$ cat src/rtl/cvg_rshift_pkg.sv
package cvg_rshift_pkg;

  localparam int unsigned DATA_W  = 32;
  localparam int unsigned SHIFT_W = 5;

  // Mask with the lowest k bits set (k may be zero).
  function automatic logic [DATA_W-1:0] low_ones(input logic [SHIFT_W-1:0] k);
    low_ones = (DATA_W'(1) << k) - DATA_W'(1);
  endfunction

  // True when the bits strictly below the half position are all clear.
  // For n <= 1 there are no such bits, so the answer is true.
  function automatic logic below_half_clear(input logic [DATA_W-1:0] v,
                                            input logic [SHIFT_W-1:0] n);
    if (n <= SHIFT_W'(1)) below_half_clear = 1'b1;
    else below_half_clear = ((v & low_ones(n - SHIFT_W'(1))) == '0);
  endfunction

endpackage

$ cat src/rtl/cvg_tie_detect.sv
module cvg_tie_detect
  import cvg_rshift_pkg::*;
#(
  parameter int unsigned W  = DATA_W,
  parameter int unsigned SW = SHIFT_W
) (
  input  logic [W-1:0]  operand,
  input  logic [SW-1:0] shift,
  output logic          tie_zone,
  output logic          int_lsb
);

  // tie_zone: every bit under the half position is zero, so the
  // fraction is either exactly zero or exactly one half.
  always_comb begin
    if (shift <= SW'(1)) tie_zone = 1'b1;
    else tie_zone = ((operand & ((W'(1) << (shift - SW'(1))) - W'(1))) == '0);
  end

  // Least significant bit of the integer part that survives the shift.
  assign int_lsb = operand[shift];

endmodule

$ cat src/rtl/cvg_round_add.sv
module cvg_round_add #(
  parameter int unsigned W  = 32,
  parameter int unsigned SW = 5,
  parameter int unsigned EW = 2 * W
) (
  input  logic [W-1:0]  operand,
  input  logic [SW-1:0] shift,
  input  logic          tie_zone,
  input  logic          int_lsb,
  output logic [EW-1:0] round_inc,
  output logic [EW-1:0] wide_sum
);

  logic [EW-1:0] wide_op;
  logic [EW-1:0] half_unit;

  assign wide_op   = {{(EW-W){operand[W-1]}}, operand};
  assign half_unit = EW'(1) << (shift - SW'(1));

  always_comb begin
    if (shift == '0) round_inc = '0;
    else if (tie_zone) round_inc = int_lsb ? half_unit : '0;
    else round_inc = half_unit;
  end

  assign wide_sum = wide_op + round_inc;

endmodule

$ cat src/rtl/cvg_arith_shift.sv
module cvg_arith_shift #(
  parameter int unsigned W  = 32,
  parameter int unsigned SW = 5,
  parameter int unsigned EW = 2 * W
) (
  input  logic [EW-1:0] wide_sum,
  input  logic [SW-1:0] shift,
  output logic [W-1:0]  quotient
);

  assign quotient = W'($signed(wide_sum) >>> shift);

endmodule

$ cat src/rtl/cvg_rshift.sv
module cvg_rshift
  import cvg_rshift_pkg::*;
#(
  parameter int unsigned W  = DATA_W,
  parameter int unsigned SW = SHIFT_W
) (
  input  logic          clk,
  input  logic          rst_n,
  input  logic          op_valid,
  input  logic [W-1:0]  op_data,
  input  logic [SW-1:0] op_shift,
  output logic          res_valid,
  output logic [W-1:0]  res_data
);

  localparam int unsigned EW = 2 * W;

  logic          tie_zone;
  logic          int_lsb;
  logic [EW-1:0] round_inc;
  logic [EW-1:0] wide_sum;
  logic [W-1:0]  quotient;

  cvg_tie_detect #(.W(W), .SW(SW)) u_tie (
    .operand (op_data),
    .shift   (op_shift),
    .tie_zone(tie_zone),
    .int_lsb (int_lsb)
  );

  cvg_round_add #(.W(W), .SW(SW), .EW(EW)) u_add (
    .operand  (op_data),
    .shift    (op_shift),
    .tie_zone (tie_zone),
    .int_lsb  (int_lsb),
    .round_inc(round_inc),
    .wide_sum (wide_sum)
  );

  cvg_arith_shift #(.W(W), .SW(SW), .EW(EW)) u_shf (
    .wide_sum(wide_sum),
    .shift   (op_shift),
    .quotient(quotient)
  );

  always_ff @(posedge clk or negedge rst_n) begin
    if (!rst_n) begin
      res_valid <= 1'b0;
      res_data  <= '0;
    end else begin
      res_valid <= op_valid;
      if (op_valid) res_data <= quotient;
    end
  end

endmodule

$ cat config.mk
export PLATFORM = sky130hd
export DESIGN_NAME = cvg_rshift
export DESIGN_NICKNAME = d
export VERILOG_FILES = /design/src/rtl/cvg_rshift_pkg.sv /design/src/rtl/cvg_tie_detect.sv /design/src/rtl/cvg_round_add.sv /design/src/rtl/cvg_arith_shift.sv /design/src/rtl/cvg_rshift.sv
export SDC_FILE = /design/constraint.sdc
export NUM_CORES = 1
export LEC_CHECK = 0
export BUFFER_PORTS_ARGS = -buffer_cell sky130_fd_sc_hd__buf_4
export CAP_MARGIN = 20
export CORE_MARGIN = 2
export CORE_UTILIZATION = 55
export CTS_CLUSTER_SIZE = 30
export DETAILED_ROUTE_END_ITERATION = 6
export PLACE_DENSITY = 0.75
export RECOVER_POWER = 25
export SYNTH_ARGS = -nofsm -noshare
export SYNTH_HDL_FRONTEND = slang
export SYNTH_SLANG_ARGS = --single-unit
$ cat constraint.sdc
create_clock -name clk -period 1.2 [get_ports clk]
set_clock_uncertainty 0.1 [all_clocks]
set_input_delay 0.06 -clock clk [delete_from_list [all_inputs] [get_ports clk]]
set_output_delay 0.06 -clock clk [all_outputs]
set_load 0.02 [all_outputs]
==> flow_summary.ini, run 1 <==
[synthesis]
synth_fa_ha_area_share_pct = 5.66
synth-xor-area-share_pct = 3.31
async_flop_share_pct = 100
yosys_most_used_dff = dfrtp_1
synthMuxAreaShare_pct = 8.03
synth_top_family_by_area = compound AO/OA/AOI/OAI gates
synth_compound_gate_area_share_pct = 40.8
syn_nets = 1169
syn-cell-area_sq_mm = 0.00787
ys_seq_area_share_pct = 10.5
yosysUniqueCellTypes = 99
synth-simple-area-share_pct = 24.9
yosys_register_bits = 33
syn_inst = 1094
syn_avg_cell_area_sq_um = 7.19
synth_edf_count = 0
ys_warn_count = 0

[floorplan]
initial_core_util_pct = 56.5
fp.dieH_um = 124
rows = 43
chipWidth_um = 124
io_pins = 73

[grt]
grt_overflow = 1253
grtUsageTotal_pct = 99.8
grt_max_degree = 35

[place]
hpwl_um = 30400
place_ws_ns = -4.63
port-buffer-count = 72
place_congestion = 1.13

[clock_tree]
htree_levels = 2
cts-root-buf = clkbuf_16
cts_buffers = 5
clk_path_buf_depth = 2
clock-sinks = 33

[timing]
crit_endpoint = res_data[3]$_DFFE_PN0P_/D
worst_endpoint_kind = register input

[run_status]
first-error = [ERROR GRT-0232] Routing congestion too high. Check the congestion heatmap in the GUI.
haltStage = global routing
status = did not finish
## stage by stage
stage               instances  utilization (%)  area [sq um]  TNS, ns  hold WS (ns)
detailed placement       1611             80.2         11200  -142.88       -0.0780
CTS                      1661             90.0         12500  -126.13        0.0173
floorplan                1094                -          8180  -118.32        -0.336
global placement         1611             80.2         11200  -143.13       -0.0879
## cell usage after synthesis (12+ instances only)
master / n / area share, %
a211o_1: 13 / 1.4
a211oi_1: 30 / 2.9
a21oi_1: 73 / 4.6
a22oi_1: 20 / 1.9
a31oi_1: 12 / 0.95
and2_1: 20 / 1.6
buf_2: 16 / 1.0
clkbuf_1: 54 / 2.6
dfrtp_1: 33 / 10
ha_1: 34 / 5.4
inv_1: 25 / 1.2
mux2i_1: 17 / 2.2
mux4_2: 18 / 5.2
nand2_1: 105 / 5.0
nand3_1: 27 / 1.7
nand4_1: 17 / 1.4
nor2_1: 111 / 5.3
nor3_1: 35 / 2.2
o211ai_1: 18 / 1.7
o21ai_0: 70 / 4.5
o22ai_1: 18 / 1.4
or3_1: 16 / 1.3
xnor2_1: 15 / 1.7
## kinds of logic after synthesis
family	Yosys count
compound gates	437
fa+ha+maj	35
other cells	2
mux	40
buf+inv	119
xor+xnor	28
simple gates	400
flops	33
## metal layers
| layer | GRT overflow | global-route usage, % |
|---|---|---|
| met4 | 289 | 115 |
| met2 | 918 | 130 |
| met3 | 20 | 73.4 |
| met5 | 5 | 45.5 |
| met1 | 21 | 89.2 |
## what timing repair did
| action | in CTS |
|---|---|
| setup endpoints to repair | 32 |
| hold buffers | 1 |
| pin swaps | 101 |
| hold endpoints to repair | 33 |
| setup buffers | 42 |
| resized for setup | 184 |
| cloned | 1 |
==> run 2: changes to the inputs <==
Settings changed: CORE_UTILIZATION 55 to 40, CTS_CLUSTER_SIZE 30 to default, PLACE_DENSITY 0.75 to default, PLACE_DENSITY_LB_ADDON from default to 0.15.
==> flow_summary.ini, run 2 <==
[finish]
final_common_cell = buf_4
multi_input_area_sq_mm = 0.00783
largest_register = res_data
fillers = 1692
area_growth_pct = 65.5
drive_above_1_share_pct = 50.2
layout_common_cells = 453 x buf_4, 98 x nor2_1, 88 x nand2_1, 52 x a21oi_1, 48 x o21ai_0
regArea_sq_um = 826
reg.largest.list = res_data x32, res_valid x1
largest_reg_flops = 32
final_nets = 1569

[synthesis]
synth.top_cell.area_share_pct = 10.5
yosys_register_bits = 33
async_flop_share_pct = 100
yosysUniqueCellTypes = 99
ys_warn_count = 0
netlist_top_cells_area = dfrtp_1 10%, ha_1 5.4%, nor2_1 5.3%
ys_seq_area_share_pct = 10.5
syn_avg_cell_area_sq_um = 7.19
synth_edf_count = 0
syn_nets = 1169
yosys_most_used_dff = dfrtp_1
synth_most_common_cell = nor2_1
syn_inst = 1094
syn-cell-area_sq_mm = 0.00787
yosysTopAreaCell = dfrtp_1
synth_commonest_cells = 111 x nor2_1, 105 x nand2_1, 73 x a21oi_1

[timing]
timing.final.crit_period_ns = 5.48
timing.hold.ws_ns = 0.137
grt_setup_unrepaired = true
tightest_slew_ns = 0.812
setup_ws_ns = -4.28
hold_viol_final = 0
relSlewSlack_pct = 45.8
finalSetupViolations = 32
slew_violations = 0
max_freq_mhz = 183
finalCritPeriodShare_pct = 456

[floorplan]
io_pins = 73
chipWidth_um = 144
core_sq_mm = 0.0194
rows = 51
dieArea_sq_mm = 0.0208
fp.dieH_um = 144
initial_core_util_pct = 40.6

[grt]
grtUsageTotal_pct = 38.3
first_global_vias = 10500
grt_overflow = 0
grt_first_pass_wirelength_um = 61000
grt_max_degree = 35
antenna_found_initial = 3

[setup_path]
crit_path_max_fanout = 5
reg2reg_to = res_data[22]
crit_type = in -> reg
cp.required_ns = 1.26
start_kind = primary input
timing.rr.start = res_data[22]
crit_end = res_data[8]
r2r_slack_ns = 0.18
critPathArrivalTime_ns = 5.54
end_kind = flop
reg2regPathDepth = 3
cp-startpoint = op_shift[4]

[place]
hpwl_um = 31800
port-buffer-count = 72
place_congestion = 1.04

[run_status]
status = complete, but fails checks
violations = setup timing

[clock_tree]
clk_path_buf_depth = 2
cts_buffers = 5
cts-root-buf = clkbuf_16
clock-sinks = 33
worstSkewPairLatency_ns = 0.28
cts_tree = built
htree_levels = 2
path_clk_slew_ns = 0.06

[routing]
drcViolationCount = 0
drtIter0Drc = 1137
wl_per_cell_um = 23.6
viasPerCell = 6.35
dr.pass1.iters = 5
num_vias = 11200
antenna_left = 0
drt_wl_total_um = 41600

[power]
ir_drop_mv = 0.554
powerDensity_mw_per_mm2 = 621
leakage_nw = 5.47
power_mw = 8.08

[hold_path]
hp-class = in -> reg

[job]
maxCapViolations = 0
[run 2: cell counts after synthesis]
No cell type changed its count.
[run 2: cell families (layout without fill, tap and decap cells)]
| kind of cell | count (synthesis) | in the layout | synth area share, % |
|---|---|---|---|
| adders and majority gates | 35 | 35 | 5.66 |
| DFF | 33 | 33 | 10.5 |
| xor gates and xnor gates | 28 | 28 | 3.31 |
| and+or+nand+nor | 400 | 400 | 24.9 |
| other | 2 | 3 | 0.0955 |
| buffers and inverters | 119 | 520 | 6.74 |
| AOI/OAI and AO/OA | 437 | 437 | 40.8 |
| muxes | 40 | 40 | 8.03 |
[run 2: per-stage QoR]
| step | std cells | util [%] | worst slack, ns | cell area (sq um) | TNS (ns) |
|---|---|---|---|---|---|
| 4_1_cts | 1742 | 62.4 | -4.07 | 12100 | -127.23 |
| 3_5_place_dp | 1704 | 58.3 | -4.64 | 11300 | -143.91 |
| 2_1_floorplan | 1094 | - | -3.91 | 8180 | -118.32 |
| 5_1_grt | 1761 | 67.1 | -4.43 | 13000 | -136.88 |
| 6_report | 1761 | 67.1 | -4.28 | 13000 | -131.14 |
| 3_3_place_gp | 1704 | 58.3 | -4.57 | 11300 | -143.12 |
[run 2: worst min path at each step]
stage / start / to / depth (start not counted)
2_1_floorplan: rst_n / res_data[0] / 0
3_3_place_gp: rst_n / res_data[10] / 1
3_5_place_dp: rst_n / res_data[10] / 1
6_report: op_valid / res_data[1] / 3
4_1_cts: op_valid / res_data[1] / 3
5_1_grt: op_valid / res_data[1] / 3
[run 2: per-layer routing]
layer	vias up	GRT usage, %	wire (um)
li1	5049	-	-
met5	-	0	0
met3	153	7.15	4040
met2	673	60.2	18500
met1	5311	50.8	16500
met4	0	17.7	2470
[run 2: power by group]
| part | internal (mW) | leakage [nW] | total, mW | switching [mW] |
|---|---|---|---|---|
| sequential | 1.28 | 0.398 | 1.38 | 0.102 |
| combinational | 2.35 | 4.99 | 5.19 | 2.84 |
| clock | 1.04 | 0.0841 | 1.51 | 0.476 |
| total | 4.66 | 5.47 | 8.08 | 3.42 |
[run 2: worst max-delay path, cell delays in order]
cell       delay [ns]
buf_8            0.10
nor3_4           0.28
nand2_2          0.13
ha_4             0.28
inv_2            0.03
a222oi_1         0.35
nand4_1          0.17
nor4_2           0.32
o2111ai_2        0.20
buf_4            0.20
nor4_4           0.24
nor2_4           0.10
nand2_4          0.12
nor2_1           0.06
ha_1             0.39
nand2_1          0.17
or3_4            0.47
or3b_2           0.22
nand2_1          0.09
a2111oi_4        0.37
o21a_2           0.28
a22oi_2          0.11
mux4_2           0.49
a221o_1          0.32
[run 2: area by class of cell]
type / instances / area share (%)
clock inverters: 1 / 0.231
clock buffers: 7 / 1.10
flip-flops and latches: 33 / 6.34
repair buffers: 482 / 28.7
well taps: 265 / 2.55
inverters: 30 / 0.874
multi-input cells: 942 / 60.2
diodes: 1 / 0.0192
[run 2: timing repair]
action,in CTS,in global routing
pin swaps,30,78
buffers inserted,29,20
endpoints found under the hold margin,34,0
resized for setup,99,148
hold buffers,2,0
setup endpoints to repair,32,32
Power figures use the tool's default switching activity.
==> run 3: changes to the inputs <==
Settings changed: PLACE_DENSITY_LB_ADDON 0.15 to default.
==> flow_summary.ini, run 3 (synthesis gave the netlist of run 2 again) <==
[run_status]
status = complete, but fails checks
violations = setup timing

[place]
hpwl_um = 31300
place_ws_ns = -4.85
port-buffer-count = 72
place_congestion = 1.03
dp_cells = 1718

[setup_path]
crit_path_max_fanout = 7
start_kind = primary input
critPathArrivalTime_ns = 5.48
timing.rr.start = res_data[22]
crit_type = in -> reg
cp-startpoint = op_shift[3]
end_kind = flop
cp.required_ns = 1.26

[timing]
relSlewSlack_pct = 52.4
finalSetupViolations = 32
grt_setup_unrepaired = true
setup_ws_ns = -4.21
timing.setup.tns_ns = -129.36
max_freq_mhz = 185
tightest_slew_ns = 0.713
slew_violations = 0
finalCritPeriodShare_pct = 451
timing.final.crit_period_ns = 5.41
hold_viol_final = 0

[clock_tree]
cts-root-buf = clkbuf_16
clk_path_buf_depth = 2
worstSkewPairLatency_ns = 0.28
clock-sinks = 33
cts_tree = built
cts_buffers = 5
htree_levels = 2
path_clk_slew_ns = 0.06

[routing]
dr.pass1.iters = 5
antenna_left = 0
wl_per_cell_um = 22.9
drtIter0Drc = 1252
viasPerCell = 6.33
drt_wl_total_um = 40600
num_vias = 11200
drcViolationCount = 0

[finish]
reg.largest.list = res_data x32, res_valid x1
regArea_sq_um = 826
layout_common_cells = 448 x buf_4, 90 x nor2_1, 87 x nand2_1, 49 x a21oi_1, 41 x buf_6
largest_register = res_data
fillers = 1579
final_core_util_pct = 69.7
drive_above_1_share_pct = 53.6
final_common_cell = buf_4
area_growth_pct = 71.9
final_nets = 1581
fin_cells = 1772
antenna_cells = 0
multi_input_area_sq_mm = 0.00823
largest_reg_flops = 32

[floorplan]
core_sq_mm = 0.0194
initial_core_util_pct = 40.6
dieArea_sq_mm = 0.0208
io_pins = 73
rows = 51
chipWidth_um = 144
fp.dieH_um = 144

[grt]
grt_max_degree = 39
grt_overflow = 0
grt_first_pass_wirelength_um = 59300
antenna_found_initial = 0
grtUsageTotal_pct = 37.1
first_global_vias = 10400

[hold_path]
hp-class = in -> reg
hp-start = op_valid

[power]
powerDensity_mw_per_mm2 = 593
power_mw = 8.02
leakage_nw = 5.58
ir_drop_mv = 0.476

[job]
maxCapViolations = 0
==> run 3: cell count changes in the layout (fill, tap and decap cells not counted), sizes merged <==
cell         before  now
bufinv            1    0
dlygate4sd3       2    1
clkbuf           10    6
clkinv            2    3
clkinvlp          0    2
buf             477  492
diode             1    0
==> run 3: critical path, cell delays in order <==
cell	delay (ns)
buf_8	0.10
nor3_4	0.32
nand2_2	0.12
ha_4	0.21
nor2b_4	0.13
buf_4	0.15
a32oi_1	0.15
o22ai_1	0.13
a22oi_1	0.16
nand4_1	0.21
buf_4	0.21
nor4_4	0.36
nor2_2	0.10
nand2_2	0.11
nor2_2	0.07
ha_4	0.23
a211oi_2	0.31
o21ai_0	0.22
a21oi_2	0.25
buf_4	0.15
nand4b_1	0.13
a221oi_4	0.42
nand2_1	0.14
o21ai_2	0.15
nor2_1	0.07
mux4_2	0.48
a221o_1	0.33
==> run 3: final timing paths <==
check | slack [ns] | endpoint | depth (start not counted)
setup / recovery | -4.21 | res_data[24] | 27
hold / removal | 0.16 | res_data[31] | 4
setup reg to reg | 0.20 | res_data[22] | 3
hold reg to reg | 0.38 | res_data[29] | 1
max in group asynchronous | 0.27 | res_data[11] | 2
min in group asynchronous | 0.27 | res_data[9] | 2
==> run 3: repair_timing <==
action,in CTS,in global routing
hold buffers,1,0
pin swaps,49,71
endpoints found under the hold margin,33,0
resized for setup,113,220
buffers inserted,23,28
endpoints found under the setup margin,32,32
==> run 3: cell type report <==
class | instances | share of cell area [%]
Multi-Input combinational cell | 942 | 60.9
Timing Repair Buffer | 494 | 28.7
Sequential cell | 33 | 6.11
Clock buffer | 5 | 0.925
Tap cell | 265 | 2.45
Inverter | 30 | 0.860
Clock inverter | 3 | 0.130
==> run 3: where the power goes <==
part | leakage, nW | switching (mW) | total (mW) | internal, mW
clock network | 0.0696 | 0.479 | 1.24 | 0.759
logic | 5.11 | 2.93 | 5.41 | 2.48
registers | 0.398 | 0.0974 | 1.38 | 1.28
==> run 3: stage by stage <==
step                hold slack [ns]  instance area (sq um)
detailed placement          -0.0769                  11400
finish                        0.163                  13500
CTS                          0.0874                  12300
global route                  0.185                  13500
floorplan                    -0.336                   8180
global placement            -0.0804                  11400
==> run 3: routing by layer <==
metal	track usage [%]	wire length, um	vias to the layer above
met5	0	0	-
met4	17.3	2430	0
met3	5.13	3300	150
met2	58.7	18100	622
met1	50.1	16800	5384
li1	-	-	5053
